### src/rtl/oc_pkg.sv
package oc_pkg;

    localparam int OC_CW   = 16;
    localparam int OC_BYTE = 8;
    localparam int OC_BPC  = OC_CW / OC_BYTE;

    typedef enum logic [1:0] {
        OCM_INIT = 2'b00,
        OCM_CLR  = 2'b01,
        OCM_SET  = 2'b10,
        OCM_TGL  = 2'b11
    } oc_mode_e;

    typedef enum logic [1:0] {
        CH_FORCED = 2'd0,
        CH_ARMED  = 2'd1,
        CH_HELD   = 2'd2
    } ch_state_e;

endpackage

### src/rtl/oc_cmp.sv
module oc_cmp #(
    parameter int W = 16
) (
    input  logic [W-1:0] a,
    input  logic [W-1:0] b,
    output logic         eq
);
    logic [W-1:0] diff;

    always_comb begin
        diff = a ^ b;
        eq   = ~(|diff);
    end
endmodule

### src/rtl/oc_regfile.sv
module oc_regfile
    import oc_pkg::*;
#(
    parameter int NCH = 4,
    parameter int AW  = 4
) (
    input  logic                        clk,
    input  logic                        rst_n,
    input  logic                        wr,
    input  logic [AW-1:0]               addr,
    input  logic [OC_BYTE-1:0]          wdata,
    output logic [OC_BYTE-1:0]          rdata,
    output logic [NCH-1:0][OC_CW-1:0]   cmp_val,
    output logic [2*NCH-1:0]            mode_vec,
    output logic [NCH-1:0]              init_vec
);
    localparam logic [AW-1:0] MODE_ADDR = AW'(OC_BPC * NCH);
    localparam logic [AW-1:0] INIT_ADDR = AW'(OC_BPC * NCH + 1);

    logic [OC_BYTE-1:0] lo_q [NCH];
    logic [OC_BYTE-1:0] hi_q [NCH];
    logic [2*NCH-1:0]   mode_q;
    logic [NCH-1:0]     init_q;

    for (genvar c = 0; c < NCH; c++) begin : g_cmpreg
        localparam logic [AW-1:0] LO_ADDR = AW'(OC_BPC * c);
        localparam logic [AW-1:0] HI_ADDR = AW'(OC_BPC * c + 1);

        always_ff @(posedge clk or negedge rst_n) begin
            if (!rst_n) begin
                lo_q[c] <= '0;
                hi_q[c] <= '0;
            end else if (wr) begin
                if (addr == LO_ADDR) lo_q[c] <= wdata;
                if (addr == HI_ADDR) hi_q[c] <= wdata;
            end
        end

        assign cmp_val[c] = {hi_q[c], lo_q[c]};
    end

    always_ff @(posedge clk or negedge rst_n) begin
        if (!rst_n) begin
            mode_q <= '0;
            init_q <= '0;
        end else if (wr) begin
            if (addr == MODE_ADDR) mode_q <= wdata[2*NCH-1:0];
            if (addr == INIT_ADDR) init_q <= wdata[NCH-1:0];
        end
    end

    always_comb begin
        rdata = '0;
        for (int c = 0; c < NCH; c++) begin
            if (addr == AW'(OC_BPC * c))     rdata = lo_q[c];
            if (addr == AW'(OC_BPC * c + 1)) rdata = hi_q[c];
        end
        if (addr == MODE_ADDR) rdata = OC_BYTE'(mode_q);
        if (addr == INIT_ADDR) rdata = OC_BYTE'(init_q);
    end

    assign mode_vec = mode_q;
    assign init_vec = init_q;
endmodule

### src/rtl/oc_channel.sv
module oc_channel
    import oc_pkg::*;
(
    input  logic             clk,
    input  logic             rst_n,
    input  logic             tick,
    input  logic [OC_CW-1:0] count,
    input  logic [OC_CW-1:0] cmp,
    input  oc_mode_e         mode,
    input  logic             init_bit,
    output logic             pin,
    output logic             fire
);
    logic      hit;
    ch_state_e st_q;
    ch_state_e st_d;

    oc_cmp #(.W(OC_CW)) u_cmp (
        .a  (count),
        .b  (cmp),
        .eq (hit)
    );

    // state register
    always_ff @(posedge clk or negedge rst_n) begin
        if (!rst_n) st_q <= CH_FORCED;
        else        st_q <= st_d;
    end

    // next state
    always_comb begin
        st_d = st_q;
        if (mode == OCM_INIT) begin
            st_d = CH_FORCED;
        end else begin
            unique case (st_q)
                CH_FORCED: st_d = CH_ARMED;
                CH_ARMED:  if (tick && hit)  st_d = CH_HELD;
                CH_HELD:   if (tick && !hit) st_d = CH_ARMED;
                default:   st_d = CH_FORCED;
            endcase
        end
    end

    assign fire = (st_q == CH_ARMED) && tick && hit && (mode != OCM_INIT);

    // output process
    always_ff @(posedge clk or negedge rst_n) begin
        if (!rst_n) begin
            pin <= 1'b0;
        end else begin
            unique case (mode)
                OCM_INIT: pin <= init_bit;
                OCM_CLR:  if (fire) pin <= 1'b0;
                OCM_SET:  if (fire) pin <= 1'b1;
                OCM_TGL:  if (fire) pin <= ~pin;
                default:  pin <= pin;
            endcase
        end
    end
endmodule

### src/rtl/oc_unit.sv
module oc_unit
    import oc_pkg::*;
#(
    parameter  int NCH = 4,
    localparam int AW  = $clog2(OC_BPC * NCH + 2)
) (
    input  logic               clk,
    input  logic               rst_n,
    input  logic [AW-1:0]      bus_addr,
    input  logic               bus_wr,
    input  logic [OC_BYTE-1:0] bus_wdata,
    output logic [OC_BYTE-1:0] bus_rdata,
    input  logic [OC_CW-1:0]   tmr_count,
    input  logic               tmr_tick,
    output logic [NCH-1:0]     oc_pin
);
    logic [NCH-1:0][OC_CW-1:0] cmp_val;
    logic [2*NCH-1:0]          mode_q;
    logic [NCH-1:0]            init_q;
    logic [NCH-1:0]            ch_fire;

    oc_regfile #(.NCH(NCH), .AW(AW)) u_regs (
        .clk      (clk),
        .rst_n    (rst_n),
        .wr       (bus_wr),
        .addr     (bus_addr),
        .wdata    (bus_wdata),
        .rdata    (bus_rdata),
        .cmp_val  (cmp_val),
        .mode_vec (mode_q),
        .init_vec (init_q)
    );

    for (genvar c = 0; c < NCH; c++) begin : g_ch
        oc_channel u_ch (
            .clk      (clk),
            .rst_n    (rst_n),
            .tick     (tmr_tick),
            .count    (tmr_count),
            .cmp      (cmp_val[c]),
            .mode     (oc_mode_e'(mode_q[2*c +: 2])),
            .init_bit (init_q[c]),
            .pin      (oc_pin[c]),
            .fire     (ch_fire[c])
        );
    end
endmodule

### config.mk
export PLATFORM = sky130hd
export DESIGN_NAME = oc_unit
export DESIGN_NICKNAME = d
export VERILOG_FILES = /design/src/rtl/oc_pkg.sv /design/src/rtl/oc_cmp.sv /design/src/rtl/oc_regfile.sv /design/src/rtl/oc_channel.sv /design/src/rtl/oc_unit.sv
export SDC_FILE = /design/constraint.sdc
export NUM_CORES = 1
export LEC_CHECK = 0
export BUFFER_PORTS_ARGS = -buffer_cell sky130_fd_sc_hd__buf_2
export CORE_MARGIN = 2
export CORE_UTILIZATION = 60
export DETAILED_ROUTE_END_ITERATION = 8
export PLACE_DENSITY = 0.85
export REMOVE_ABC_BUFFERS = 1
export SYNTH_ARGS = -nofsm -noshare
export SYNTH_HDL_FRONTEND = slang
export SYNTH_HIERARCHICAL = 1
export SYNTH_SLANG_ARGS = --single-unit
### constraint.sdc
create_clock -name clk -period 2.1 [get_ports clk]
set_input_delay 0.42 -clock clk [delete_from_list [all_inputs] [get_ports clk]]
set_output_delay 0.42 -clock clk [all_outputs]
set_load 0.02 [all_outputs]
=== After elaboration in Yosys (flattened, before gate mapping) ===
Cells that the tools add are included.

* Bits in registers: 88
* Input port bits: 32
* Output and inout bits: 12
* Logic and storage cells: 176

* Eq/ne operators: 49
* Mux-type cells: 42
* Bitwise operators: 12
* Reductions and logical operators: 55

{| class="wikitable"
|+ Operators with widths
! kind !! number
|-
| $mux 8 || 10
|-
| $reduce_or 16->1 || 4
|-
| $xor 16x16->16 || 4
|-
| $reduce_and 2->1 || 14
|-
| $eq 2x2->1 const B || 12
|-
| $mux 2 || 12
|-
| $ne 2x1->1 const B || 12
|-
| $ne 3x1->1 const B || 8
|-
| $pmux 2 s3 || 4
|-
| $logic_and 1x1->1 || 20
|-
| $eq 2x1->1 const B || 8
|-
| $eq 4x3->1 const B || 4
|-
| $logic_not 2->1 || 8
|-
| $pmux 1 s4 || 4
|-
| $mux 1 || 12
|-
| $reduce_and 3->1 || 4
|-
| $eq 4x2->1 const B || 2
|-
| $eq 4x4->1 const B || 2
|-
| $not 1->1 || 8
|-
| $reduce_bool 2->1 || 4
|-
| $eq 4x1->1 const B || 1
|-
| $logic_not 4->1 || 1
|}

=== Depth between registers and ports, before layout ===
* Depth in word-level cells: 11
* Depth in mapped cells: 7
* Depth with buffers taken out: 6

=== Cells and area by module ===
Netlist, hierarchy kept.

{| class="wikitable"
|+ Modules (own cells, without submodules)
! module !! times used !! cells an instance !! area an instance (µm²) !! sequential area each (µm²)
|-
| oc_regfile || 1 || 286 || 3,701.0 || 1,901.8
|-
| oc_cmp || 4 || 21 || 177.7 || 0.0
|-
| oc_channel || 4 || 17 || 167.7 || 75.1
|}

=== Least setup slack after synthesis ===
OpenSTA, ideal clock, no wires.

* Kind: input to output
* From: in bus_addr[1]
* To: out bus_rdata[7]
* Arrival time: 1.810 ns
* Required time: 1.680 ns
* Path slack: -0.130 ns
* Stages on the path: 6
* Buffers on the path: 2
* Cell sequence: buf_6 > buf_6 > or4b_1 > nand2_1 > a31oi_1 > o31ai_1

* Cells in the longest elaborated chain, start to end: 11
* Elaborated cells on any way between the ends: 20
* Classes of those cells: 9 x eq/ne; 10 x mux; 1 x reduce/logical

{| class="wikitable"
|+ RTL lines
! item !! line !! source
|-
| from (decl) || oc_unit.sv:9 || <nowiki>input logic [AW-1:0] bus_addr,</nowiki>
|-
| $logic_not 4->1 || oc_regfile.sv:55 || <nowiki>if (addr == AW'(OC_BPC * c)) rdata = lo_q[c];</nowiki>
|-
| $mux 8 || oc_regfile.sv:55 ||
|-
| $mux 8 || oc_regfile.sv:56 || <nowiki>if (addr == AW'(OC_BPC * c + 1)) rdata = hi_q[c];</nowiki>
|-
| $mux 8 || oc_regfile.sv:55 ||
|-
| $mux 8 || oc_regfile.sv:56 ||
|-
| $mux 8 || oc_regfile.sv:55 ||
|-
| $mux 8 || oc_regfile.sv:56 ||
|-
| $mux 8 || oc_regfile.sv:55 ||
|-
| $mux 8 || oc_regfile.sv:56 ||
|-
| $mux 8 || oc_regfile.sv:58 || <nowiki>if (addr == MODE_ADDR) rdata = OC_BYTE'(mode_q);</nowiki>
|-
| $mux 8 (*) || oc_regfile.sv:59 || <nowiki>if (addr == INIT_ADDR) rdata = OC_BYTE'(init_q);</nowiki>
|-
| to (decl) || oc_unit.sv:12 || <nowiki>output logic [OC_BYTE-1:0] bus_rdata,</nowiki>
|}

Mark *: on every way between the ends. The rest lies on a longest branch, timed or not.

=== Final worst setup path ===
* From: reg u_regs.lo_q (netlist bit u_regs/cmp_val[7])
* To: out bus_rdata[7]

* Cells in the longest elaborated chain, start to end: 10

{| class="wikitable"
|+ RTL lines
! item !! line !! source
|-
| from (decl) || oc_regfile.sv:20 || <nowiki>logic [OC_BYTE-1:0] lo_q [NCH];</nowiki>
|-
| from (signal, indexed assignment) || oc_regfile.sv:34 || <nowiki>if (addr == LO_ADDR) lo_q[c] <= wdata;</nowiki>
|-
| $mux 8 || oc_regfile.sv:55 ||
|-
| $mux 8 || oc_regfile.sv:56 ||
|-
| $mux 8 || oc_regfile.sv:55 ||
|-
| $mux 8 || oc_regfile.sv:56 ||
|-
| $mux 8 || oc_regfile.sv:55 ||
|-
| $mux 8 || oc_regfile.sv:56 ||
|-
| $mux 8 || oc_regfile.sv:55 ||
|-
| $mux 8 || oc_regfile.sv:56 ||
|-
| $mux 8 || oc_regfile.sv:58 ||
|-
| $mux 8 || oc_regfile.sv:59 ||
|}

Every way passes these cells.

==> results.md <==
Yosys:
- The synthesized netlist occupies a cell area of 5070 sq um.
- The mean instance size in the synthesized netlist is 11.7 sq um.
- The count of synthesis-stage warnings from yosys is 6.
- The post-synthesis instance total is 434.

Hold path:
- The worst min-delay path class is in -> async.

Die:
- The floorplan has 33 rows.
- For this configuration, the core starts out at a cell density of 61.7%.
- The area of the core is 8220 sq um.
- From bottom edge to top edge, the die measures 95.9 um.
- The die covers 9200 sq um.
- In this run the horizontal extent of the chip is 95.9 um.
- The number of top-level pins is 44.

Placement:
- The congestion estimate from routability-driven global placement came to 0.972.
- Input and output buffers added on the ports amount to 43.
- The half-perimeter wire length after detailed placement is 10,400 um.

Power and ir drop:
- The combinational fraction of design power is 30.8%.
- The share of total power in the clock network is 23.5%.
- The peak supply drop is 0.000615 V.
- The switching power share of the total is 33.6%.
- The analysis attributes to cell leakage a power of 2.70 nW.
- Dividing total power by cell area gives a power density of 892 nW/um^2.
- Summed over all nets, the switching power comes to 1.89 mW.
- Sequential cells account for 45.7% of the total power.
- The total internal power is 3.73 mW.

Final layout:
- At the end of the flow, the number of nets in the layout was 566.
- The relative area change from synthesis to final layout is 24.4%.
- The layout has 500 filler cells.
- Of the cells placed in the final design, the portion with a size suffix greater than 1 is 46.4%.
- 0 antenna diodes ended up in the layout.
- The end-of-flow core utilization is 76.7%.

Setup path:
- The slowest library cell on the worst path is or4b_1.
- The kind of start point of the critical path is a register.
- For this run, the slowest stage of the critical path takes 430 ps.
- The largest driver fanout on the critical path is 2.
- Data on the critical path arrives at its endpoint at 1810 ps.
- The kind of cell with the highest combined delay along the critical path is simple AND/OR/NAND/NOR gates.
- The data required time at the worst endpoint is 1680 ps.
- Traced cell by cell, the critical path runs through or4b_1 > nand2_1 > a31oi_1 > o31ai_1 > buf_2.
- The number of buffers and inverters on the critical path is 1.
- By startpoint and endpoint, the worst setup path is classified as reg -> out.
- STA classifies the critical path endpoint as a primary output.

Timing:
- The final count of pins violating max slew is 0.
- In this run the tightest slew margin relative to its limit is 65.5%.
- Dividing the final minimum period by the clock period gives 106%.
- Setup repair after global routing could not meet its margin everywhere.
- The smallest setup slack after layout is -127 ps.
- The final critical delay including setup and external delays is 2230 ps.
- The accumulated negative setup slack is -417 ps.
- The hold violation count in the final report is 0.
- Setup violations remaining at the end of the flow were counted as 5.
- Timing would allow up to 449 MHz.
- Across the routed clock network, the largest skew measured is 17.7 ps.
- The measured slew at the worst slew-check pin is 517 ps.

Clocking:
- In this run, CTS created clock tree buffers numbering 9.
- The root buffer cell is clkbuf_8.
- The number of clock sinks seen by CTS is 88.
- The total of hold buffers inserted after clock tree synthesis is 0.
- The maximum buffer depth of the clock tree is 2.
- The clock-pin transition on the worst setup and hold timing paths is 100 ps.
- The H-tree depth is 3.
- TritonCTS built the clock tree.
- The clock latency of the later-clocked register in the worst-skew pair is 360 ps.

Drt:
- The number of design rule violations left after detail routing is 0.
- After detailed routing, the average wire length per cell comes to 22.8 um.
- The detailed-route wire length is 14,700 um.
- The first detailed-routing pass took 5 iterations.
- The number of nets still failing antenna checks after routing is 0.
- The per-cell via count in the routed design is 6.42.
- The detailed router finished its first iteration with 270 violations.
- Summing over every cut layer, the via total after detailed routing is 4,135.

Status:
- The checks that failed: negative setup slack.
- The run finished, with violations left.

GRT:
- The maximum number of pins on one net before global-route repair is 41.
- The first-pass GRT wire length is 21,600 um.
- The overall global routing resource usage is 32.5%.
- The total overflow left after global routing is 0.
- The number of global-route vias before repair was 4,047.
- The initial antenna violation count came to 0.

Run:
- The tool flagged a number of max-cap violations equal to 0.
[repair_timing]
item / in CTS / in global routing
resized for setup: 21 / 30
cloned: 0 / 0
setup endpoints to repair: 8 / 11
buffers inserted: 8 / 7
pin swaps: 10 / 11
[sequential cells by signal, summed over array words and instances (netlist names)]
register         cells
u_regs/mode_vec      8
g_ch.u_ch/st_q       8
u_regs/init_vec      4
u_regs/cmp_val      64
g_ch.u_ch/pin        4
[placed cells by master, fill, tap and decap left out, types with 4 or more instances in the layout]
cell      count
a21oi_1      14
a31oi_1       5
mux2_2       82
nor2_1       10
buf_12        7
nand3_1       5
xnor2_1      63
buf_4        62
dfrtp_1      87
buf_6         5
inv_1         4
o21ai_1       4
mux2_1        4
clkbuf_8      9
nand4b_2      4
nand2_1      16
mux2i_1      10
nand3b_1      6
buf_2        34
o22ai_1       4
o22a_2        4
nor2b_1       6
nand2b_1      4
a21o_1        5
nand4_1      16
[metal layers]
| metal | GRT usage (%) | part of all wire, % | up-vias |
|---|---|---|---|
| met2 | 53.4 | 49 | 207 |
| li1 | - | - | 1799 |
| met1 | 42.8 | 41 | 2068 |
| met3 | 4.07 | 6.2 | 61 |
| met5 | 0 | 0 | - |
| met4 | 15.8 | 4.7 | 0 |
[stage by stage]
| step | hold WS (ps) | cells | total power [mW] | instance area, sq um | setup WS [ps] |
|---|---|---|---|---|---|
| 5_1_grt | 39.8 | 644 | 5.88 | 6300 | -186 |
| 3_5_place_dp | 431 | 613 | 4.08 | 5760 | -198 |
| 6_report | 19.5 | 644 | 5.62 | 6300 | -127 |
| 2_1_floorplan | 124 | 415 | 3.47 | 4960 | 95.1 |
| 4_1_cts | 35.3 | 637 | 5.48 | 6120 | -135 |
| 3_3_place_gp | 419 | 613 | 3.98 | 5760 | -148 |
[worst reg2reg max path, cell delays in order, from the launching register on]
cell	delay, ps
dfrtp_1	420
buf_4	150
xnor2_1	170
nand4_1	180
nor4_2	430
buf_4	190
nand2b_1	120
a21oi_1	70
o22a_2	200
[worst paths after layout]
check / from / endpoint / slack (ps) / depth (start not counted)
hold / removal: rst_n / g_ch[0].u_ch/st_q[1] / 20 / 1
hold reg to reg: u_regs/init_vec[1] / u_regs/init_vec[1] / 540 / 1
max in group asynchronous: rst_n / u_regs/cmp_val[6] / 1440 / 2
setup reg to reg: u_regs/cmp_val[27] / g_ch[1].u_ch/st_q[0] / 70 / 8
min in group clk: bus_wdata[4] / u_regs/cmp_val[44] / 450 / 2
setup / recovery: u_regs/cmp_val[7] / bus_rdata[7] / -130 / 5
[power by group through the flow]
stage               Combinational [mW]  Sequential, mW  Clock, mW
global route                      1.84            2.62       1.42
detailed placement                1.48            2.60          0
global placement                  1.42            2.56          0
CTS                               1.61            2.55       1.32
floorplan                        0.990            2.48          0
finish                            1.73            2.57       1.32
[layout make-up]
| class | count | area [sq um] | area share, % |
|---|---|---|---|
| clock inverters | 7 | 101 | 1.61 |
| flip-flops and latches | 88 | 2200 | 35.0 |
| clock buffers | 9 | 124 | 1.97 |
| repair buffers | 108 | 832 | 13.2 |
| multi-input cells | 323 | 2900 | 46.0 |
| inverters | 4 | 15.0 | 0.238 |
| well taps | 105 | 131 | 2.08 |
No activity file was read; power rests on OpenSTA's default activity.
